`src/rtl/dgf_pkg.sv`:
```
package dgf_pkg;

    localparam int DATA_W       = 32;
    localparam int PORT_W       = 8;
    localparam int ADDR_INTERVAL = 'h08;
    localparam int ADDR_EN_BASE  = 'h44;
    localparam int PORT_STRIDE   = 'h10;

    typedef enum logic [1:0] {
        ST_PASS    = 2'd0,
        ST_STABLE  = 2'd1,
        ST_QUALIFY = 2'd2
    } ch_state_t;

endpackage

```
`src/rtl/dgf_tick_gen.sv`:
```
module dgf_tick_gen #(
    parameter int TICK_CYCLES = 20
) (
    input  logic clk,
    input  logic rst_n,
    output logic tick
);
    localparam int TW = (TICK_CYCLES > 1) ? $clog2(TICK_CYCLES) : 1;
    localparam logic [TW-1:0] LAST = TW'(TICK_CYCLES - 1);

    logic [TW-1:0] cnt_q;

    always_ff @(posedge clk) begin
        if (!rst_n) begin
            cnt_q <= '0;
        end else if (cnt_q == LAST) begin
            cnt_q <= '0;
        end else begin
            cnt_q <= cnt_q + 1'b1;
        end
    end

    assign tick = (cnt_q == LAST);

endmodule

```
`src/rtl/dgf_sync.sv`:
```
module dgf_sync #(
    parameter int WIDTH  = 32,
    parameter int STAGES = 2
) (
    input  logic             clk,
    input  logic             rst_n,
    input  logic [WIDTH-1:0] async_in,
    output logic [WIDTH-1:0] sync_out
);
    logic [WIDTH-1:0] stage_q [STAGES];

    genvar s;
    generate
        for (s = 0; s < STAGES; s++) begin : g_stage
            always_ff @(posedge clk) begin
                if (!rst_n) begin
                    stage_q[s] <= '0;
                end else if (s == 0) begin
                    stage_q[s] <= async_in;
                end else begin
                    stage_q[s] <= stage_q[(s > 0) ? s - 1 : 0];
                end
            end
        end
    endgenerate

    assign sync_out = stage_q[STAGES-1];

endmodule

```
`src/rtl/dgf_regs.sv`:
```
module dgf_regs
    import dgf_pkg::*;
#(
    parameter int NUM_PORTS = 4,
    parameter int CNT_W     = 20,
    parameter int ADDR_W    = 8
) (
    input  logic                          clk,
    input  logic                          rst_n,
    input  logic                          wr_en,
    input  logic [ADDR_W-1:0]             wr_addr,
    input  logic [DATA_W-1:0]             wr_data,
    input  logic [ADDR_W-1:0]             rd_addr,
    output logic [DATA_W-1:0]             rd_data,
    output logic [CNT_W-1:0]              intv,
    output logic [NUM_PORTS*PORT_W-1:0]   chan_en
);
    localparam logic [ADDR_W-1:0] A_INTV = ADDR_W'(ADDR_INTERVAL);

    logic [CNT_W-1:0]  intv_q;
    logic [PORT_W-1:0] en_q [NUM_PORTS];

    always_ff @(posedge clk) begin
        if (!rst_n) begin
            intv_q <= '0;
        end else if (wr_en && (wr_addr == A_INTV)) begin
            intv_q <= wr_data[CNT_W-1:0];
        end
    end

    genvar p;
    generate
        for (p = 0; p < NUM_PORTS; p++) begin : g_port
            localparam logic [ADDR_W-1:0] A_EN = ADDR_W'(ADDR_EN_BASE + PORT_STRIDE * p);
            always_ff @(posedge clk) begin
                if (!rst_n) begin
                    en_q[p] <= '0;
                end else if (wr_en && (wr_addr == A_EN)) begin
                    en_q[p] <= wr_data[PORT_W-1:0];
                end
            end
            assign chan_en[p*PORT_W +: PORT_W] = en_q[p];
        end
    endgenerate

    always_comb begin
        rd_data = '0;
        if (rd_addr == A_INTV) begin
            rd_data = DATA_W'(intv_q);
        end
        for (int i = 0; i < NUM_PORTS; i++) begin
            if (rd_addr == ADDR_W'(ADDR_EN_BASE + PORT_STRIDE * i)) begin
                rd_data = DATA_W'(en_q[i]);
            end
        end
    end

    assign intv = intv_q;

endmodule

```
`src/rtl/dgf_channel.sv`:
```
module dgf_channel
    import dgf_pkg::*;
#(
    parameter int CNT_W = 20
) (
    input  logic             clk,
    input  logic             rst_n,
    input  logic             tick,
    input  logic             en,
    input  logic [CNT_W-1:0] intv,
    input  logic             sync_in,
    output logic             filt_out,
    output logic             filtering
);
    ch_state_t        state_q, state_d;
    logic [CNT_W-1:0] cnt_q, cnt_d;
    logic [CNT_W:0]   cnt_inc;
    logic             out_q;
    logic             bypass;
    logic             diff;
    logic             expire;
    logic             load;

    always_comb begin
        bypass  = !en || (intv == '0);
        diff    = (sync_in != out_q);
        cnt_inc = {1'b0, cnt_q} + 1'b1;
        expire  = tick && (cnt_inc >= {1'b0, intv});
        state_d = state_q;
        cnt_d   = cnt_q;
        load    = 1'b0;
        unique case (state_q)
            ST_PASS: begin
                cnt_d = '0;
                if (!bypass) begin
                    state_d = ST_STABLE;
                end
            end
            ST_STABLE: begin
                cnt_d = '0;
                if (bypass) begin
                    state_d = ST_PASS;
                end else if (diff) begin
                    state_d = ST_QUALIFY;
                end
            end
            ST_QUALIFY: begin
                if (bypass) begin
                    state_d = ST_PASS;
                    cnt_d   = '0;
                end else if (!diff) begin
                    state_d = ST_STABLE;
                    cnt_d   = '0;
                end else if (expire) begin
                    state_d = ST_STABLE;
                    cnt_d   = '0;
                    load    = 1'b1;
                end else if (tick) begin
                    cnt_d = cnt_inc[CNT_W-1:0];
                end
            end
            default: begin
                state_d = ST_PASS;
                cnt_d   = '0;
            end
        endcase
    end

    // State register
    always_ff @(posedge clk) begin
        if (!rst_n) begin
            state_q <= ST_PASS;
            cnt_q   <= '0;
        end else begin
            state_q <= state_d;
            cnt_q   <= cnt_d;
        end
    end

    // Output register
    always_ff @(posedge clk) begin
        if (!rst_n) begin
            out_q <= 1'b0;
        end else if (bypass || (state_q == ST_PASS) || load) begin
            out_q <= sync_in;
        end
    end

    assign filt_out  = out_q;
    assign filtering = (state_q != ST_PASS);

endmodule

```
`src/rtl/din_deglitch.sv`:
```
module din_deglitch
    import dgf_pkg::*;
#(
    parameter int NUM_PORTS   = 4,
    parameter int TICK_CYCLES = 20,
    parameter int CNT_W       = 20,
    parameter int ADDR_W      = 8,
    parameter int SYNC_STAGES = 2
) (
    input  logic                        clk,
    input  logic                        rst_n,
    input  logic [NUM_PORTS*8-1:0]      din,
    input  logic                        wr_en,
    input  logic [ADDR_W-1:0]           wr_addr,
    input  logic [31:0]                 wr_data,
    input  logic [ADDR_W-1:0]           rd_addr,
    output logic [31:0]                 rd_data,
    output logic [NUM_PORTS*8-1:0]      dout
);
    localparam int NUM_CH = NUM_PORTS * PORT_W;

    logic              tick;
    logic [NUM_CH-1:0] sync_q;
    logic [NUM_CH-1:0] chan_en;
    logic [NUM_CH-1:0] chan_filtering;
    logic [CNT_W-1:0]  intv_q;

    dgf_tick_gen #(.TICK_CYCLES(TICK_CYCLES)) u_tick (
        .clk  (clk),
        .rst_n(rst_n),
        .tick (tick)
    );

    dgf_sync #(.WIDTH(NUM_CH), .STAGES(SYNC_STAGES)) u_sync (
        .clk     (clk),
        .rst_n   (rst_n),
        .async_in(din),
        .sync_out(sync_q)
    );

    dgf_regs #(.NUM_PORTS(NUM_PORTS), .CNT_W(CNT_W), .ADDR_W(ADDR_W)) u_regs (
        .clk    (clk),
        .rst_n  (rst_n),
        .wr_en  (wr_en),
        .wr_addr(wr_addr),
        .wr_data(wr_data),
        .rd_addr(rd_addr),
        .rd_data(rd_data),
        .intv   (intv_q),
        .chan_en(chan_en)
    );

    genvar c;
    generate
        for (c = 0; c < NUM_CH; c++) begin : g_ch
            dgf_channel #(.CNT_W(CNT_W)) u_ch (
                .clk      (clk),
                .rst_n    (rst_n),
                .tick     (tick),
                .en       (chan_en[c]),
                .intv     (intv_q),
                .sync_in  (sync_q[c]),
                .filt_out (dout[c]),
                .filtering(chan_filtering[c])
            );
        end
    endgenerate

endmodule

```
`config.mk`:
```
export PLATFORM = sky130hd
export DESIGN_NAME = din_deglitch
export DESIGN_NICKNAME = d
export VERILOG_FILES = /design/src/rtl/dgf_pkg.sv /design/src/rtl/dgf_tick_gen.sv /design/src/rtl/dgf_sync.sv /design/src/rtl/dgf_regs.sv /design/src/rtl/dgf_channel.sv /design/src/rtl/din_deglitch.sv
export SDC_FILE = /design/constraint.sdc
export NUM_CORES = 2
export LEC_CHECK = 0
export BUFFER_PORTS_ARGS = -buffer_cell sky130_fd_sc_hd__buf_4
export CAP_MARGIN = 20
export CORE_ASPECT_RATIO = 0.6
export CORE_MARGIN = 3
export CORE_UTILIZATION = 42
export DETAILED_ROUTE_END_ITERATION = 6
export HOLD_SLACK_MARGIN = 0.15
export PLACE_DENSITY_LB_ADDON = 0.25
export SYNTH_ARGS = -nofsm -noshare
export SYNTH_HDL_FRONTEND = slang
export SYNTH_SLANG_ARGS = --single-unit
```
`constraint.sdc`:
```
create_clock -name clk -period 8.89 [get_ports clk]
set_clock_uncertainty 0.15 [all_clocks]
set_input_delay 2.2225 -clock clk [delete_from_list [all_inputs] [get_ports clk]]
set_output_delay 2.2225 -clock clk [all_outputs]
set_load 0.03 [all_outputs]
```
==> results.yml <==
timing:
  finalCritPeriodShare_pct: 81.2
  maxSlewHeadroom_pct: 31.5
  worst_slew_pin_slew_ps: 1020
  rsz0062_at_grt: "false"
  fin_tns_setup_ps: 0
  slew_viol_final: 0
  finalHoldViolCount: 0
  fmax_ghz: 0.138
  setup_viol: 0
  layout_setup_ws_ps: 1670
  layout_min_cycle_time_ps: 7220
clock_network:
  holdBufCountCts: 0
  postCtsSetupBuffers: 0
  htree_num_levels: 3
  root_buffer: "clkbuf_16"
  clk_latency_ps: 710
  clockBufferDepth: 3
  cts.repair.resized: 0
  cts_tree: "yes"
  clock_sinks: 857
  clk_transition_reported_paths_ps: 60
  cts_made_buffers: 89
logic_synthesis:
  ys_seq_area_share_pct: 29.8
  yosys.cell_types.count: 93
  synth-async-reset-ratio_pct: 0
  synth_edf_count: 32
  synth.ff_latch_count: 857
  synth_cells: 7165
  yosys-top-cells-area: "dfxtp_1 (28%), ha_1 (14%), xnor2_1 (9.4%)"
  avgSynthCellArea_um2: 8.19
  synth_top_area_share_pct: 28.2
  synthFlopType: "dfxtp_1"
  syn_area_mm2: 0.0587
  yosys_warnings: 0
  yosys.area.top_type: "dfxtp_1"
grt:
  track_usage_pct: 23.3
  antenna_found_initial: 11
  grt.overflow.total: 0
  grt_max_degree: 103
  grt_pass1_vias: 46683
  grt_pass1_wl_mm: 268
setup_path:
  crit_required_ps: 6520
  cp.arrival_ps: 4850
  critPathMaxFanout: 9
  crit_type: "input port to primary output"
  critical_path.top_delay_family: "simple AND/OR/NAND/NOR gates"
  endpoint_kind: "primary output"
  critPathMaxStageDelay_ps: 940
  start_kind: "input port"
  crit_slowest_cell: "nor3_1"
  cp_cell_sequence: "buf_4 > nor3_1 > nand4b_1 > nor3_1 > a22oi_1 > o21ai_0 > buf_4"
  cp_num_buf_inv: 2
cells_and_area:
  layout-drive-gt1-share_pct: 5.67
  area_delta_synth_final_pct: 9.05
  nets: 7889
route:
  antenna_left: 0
  vias: 49695
  drc_errors: 0
  drtIter0Drc: 3624
  route.detailed.wl_per_inst_um: 19.1
  viasPerCell: 5.50
  wirelength_mm: 172
  dr.pass1.iters: 6
placement:
  io_buffers: 122
  place_ws_ps: 1730
  gp_congestion: 0.876
  dpl.hpwl_mm: 117
die:
  dieHeight_um: 295
  core_area_mm2: 0.138
  initial_utilization_pct: 42.6
  num_rows: 105
  die_area_mm2: 0.144
  io_pins: 147
  die_w_um: 488
run:
  cap_viol_max_count: 0
pwr:
  leakage_uw: 0.0247
  powerDensity_mw_per_mm2: 126
  ir_drop_uv: 129
outcome:
  outcome: "complete, no violations"
worst_hold_path:
  min_path_type: "flip-flop to flip-flop"
[logic make-up after synthesis]
kind of cell | Yosys count | synth area share [%]
AND/OR/NAND/NOR | 3160 | 25.2
XOR/XNOR | 1211 | 18.1
flip-flops | 857 | 29.8
AO/OA/AOI/OAI | 831 | 9.01
adder cells (fa/ha/maj) | 674 | 14.4
buffers and inverters | 405 | 3.05
multiplexers | 26 | 0.476
other | 1 | 0.00639
[worst paths after layout]
| check | start | endpoint | slack, ps | cells after the start |
|---|---|---|---|---|
| setup / recovery | rd_addr[1] | rd_data[2] | 1670 | 7 |
| hold / removal | u_sync.stage_q[0][4] | u_sync.stage_q[1][4] | 280 | 1 |
| setup reg to reg | g_ch[2].u_ch.cnt_q[0] | g_ch[2].u_ch.cnt_q[1] | 3700 | 13 |
| hold reg to reg | u_sync.stage_q[0][4] | u_sync.stage_q[1][4] | 280 | 1 |
[worst reg2reg max path, delay by kind of cell (launching register included)]
kind / cells / cell delay, ps
AO/OA/AOI/OAI: 5 / 1570
adder cells (fa/ha/maj): 2 / 550
AND/OR/NAND/NOR: 5 / 2230
flip-flops: 1 / 450
XOR/XNOR: 1 / 180
[synthesized netlist by cell type, types with 91 or more instances]
master and n:
a21oi_1 290, and2_1 126, and3_1 99, clkbuf_1 202, dfxtp_1 825, ha_1 674
inv_1 91, nand2_1 746, nand3_1 442, nand4_1 202, nor2_1 1067, nor3_1 170
o21ai_0 170, xnor2_1 627, xor2_1 584
[through the flow]
step                cells  power (uW)  hold slack [ps]  instance area [um^2]  utilization (%)
CTS                  9018        8150              281                 63900             46.4
floorplan            7176        4090              262                 58700                -
global placement     8859        4170              273                 61000             44.3
detailed placement   8859        4180              268                 61000             44.3
global route         9025        8320              290                 64000             46.5
finish               9029        8050              281                 64000             46.5
[placed cells by master (no fill, tap or decap), types with 13 or more instances in the layout]
master     synthesis  final
dfxtp_1          825    824
o21a_1            15     15
o211ai_1          22     22
clkbuf_1         202     14
or2_2             13     13
and3_1            99     99
mux2_2            15     15
a31oi_1           31     31
a21o_1            77     77
clkinv_2           0     24
a211oi_1          30     30
clkbuf_16          0     94
nand3_1          442    442
o21ai_0          170    167
edfxtp_1          32     32
nor4_1            53     53
or3_1             29     29
nand3b_1          17     17
ha_1             674    674
inv_2              0     14
and2_1           126    126
xnor2_1          627    627
nor3_1           170    169
nor2_1          1067   1067
xor2_1           584    584
a41o_1            14     14
a22oi_1           23     23
a21boi_0          19     19
nand2_1          746    745
inv_1             91     71
a21oi_1          290    289
clkbuf_8           0     14
buf_4             44    176
or4_1             17     17
nor2b_1           38     38
and4_1            51     51
nand2b_1          42     42
nand4_1          202    202
[routing by layer]
layer  track usage, %  share of wire, %  vias up
li1                 -                 -    24719
met1             33.8                49    23394
met2             35.3                42     1305
met3             3.34               6.2      275
met4             7.81               3.3        2
met5                0            0.0076        -
[registers in the layout, summed over array words and instances (netlist names)]
name / flops
g_ch.u_ch.cnt_q: 640
g_ch.u_ch.state_q: 64
u_sync.stage_q: 64
g_ch.u_ch.filt_out: 32
u_regs.en_q: 32
u_regs.intv: 20
u_tick.cnt_q: 5
[where the power goes]
part / leakage (uW) / switching (uW) / internal, uW
Clock: 0.00147 / 1730 / 2230
Combinational: 0.0162 / 96.1 / 61.9
Sequential: 0.00696 / 41.4 / 3890
Total: 0.0247 / 1870 / 6180
[layout make-up]
| cell class | instances | area, um^2 |
|---|---|---|
| Inverter | 91 | 349 |
| Timing Repair Buffer | 179 | 1370 |
| Multi-Input combinational cell | 5914 | 39500 |
| Fill cell | 13456 | 73700 |
| Clock inverter | 37 | 382 |
| Clock buffer | 122 | 2600 |
| Sequential cell | 857 | 17500 |
| Antenna cell | 10 | 25.0 |
| Tap cell | 1819 | 2280 |
No activity file was read; power rests on OpenSTA's default activity.
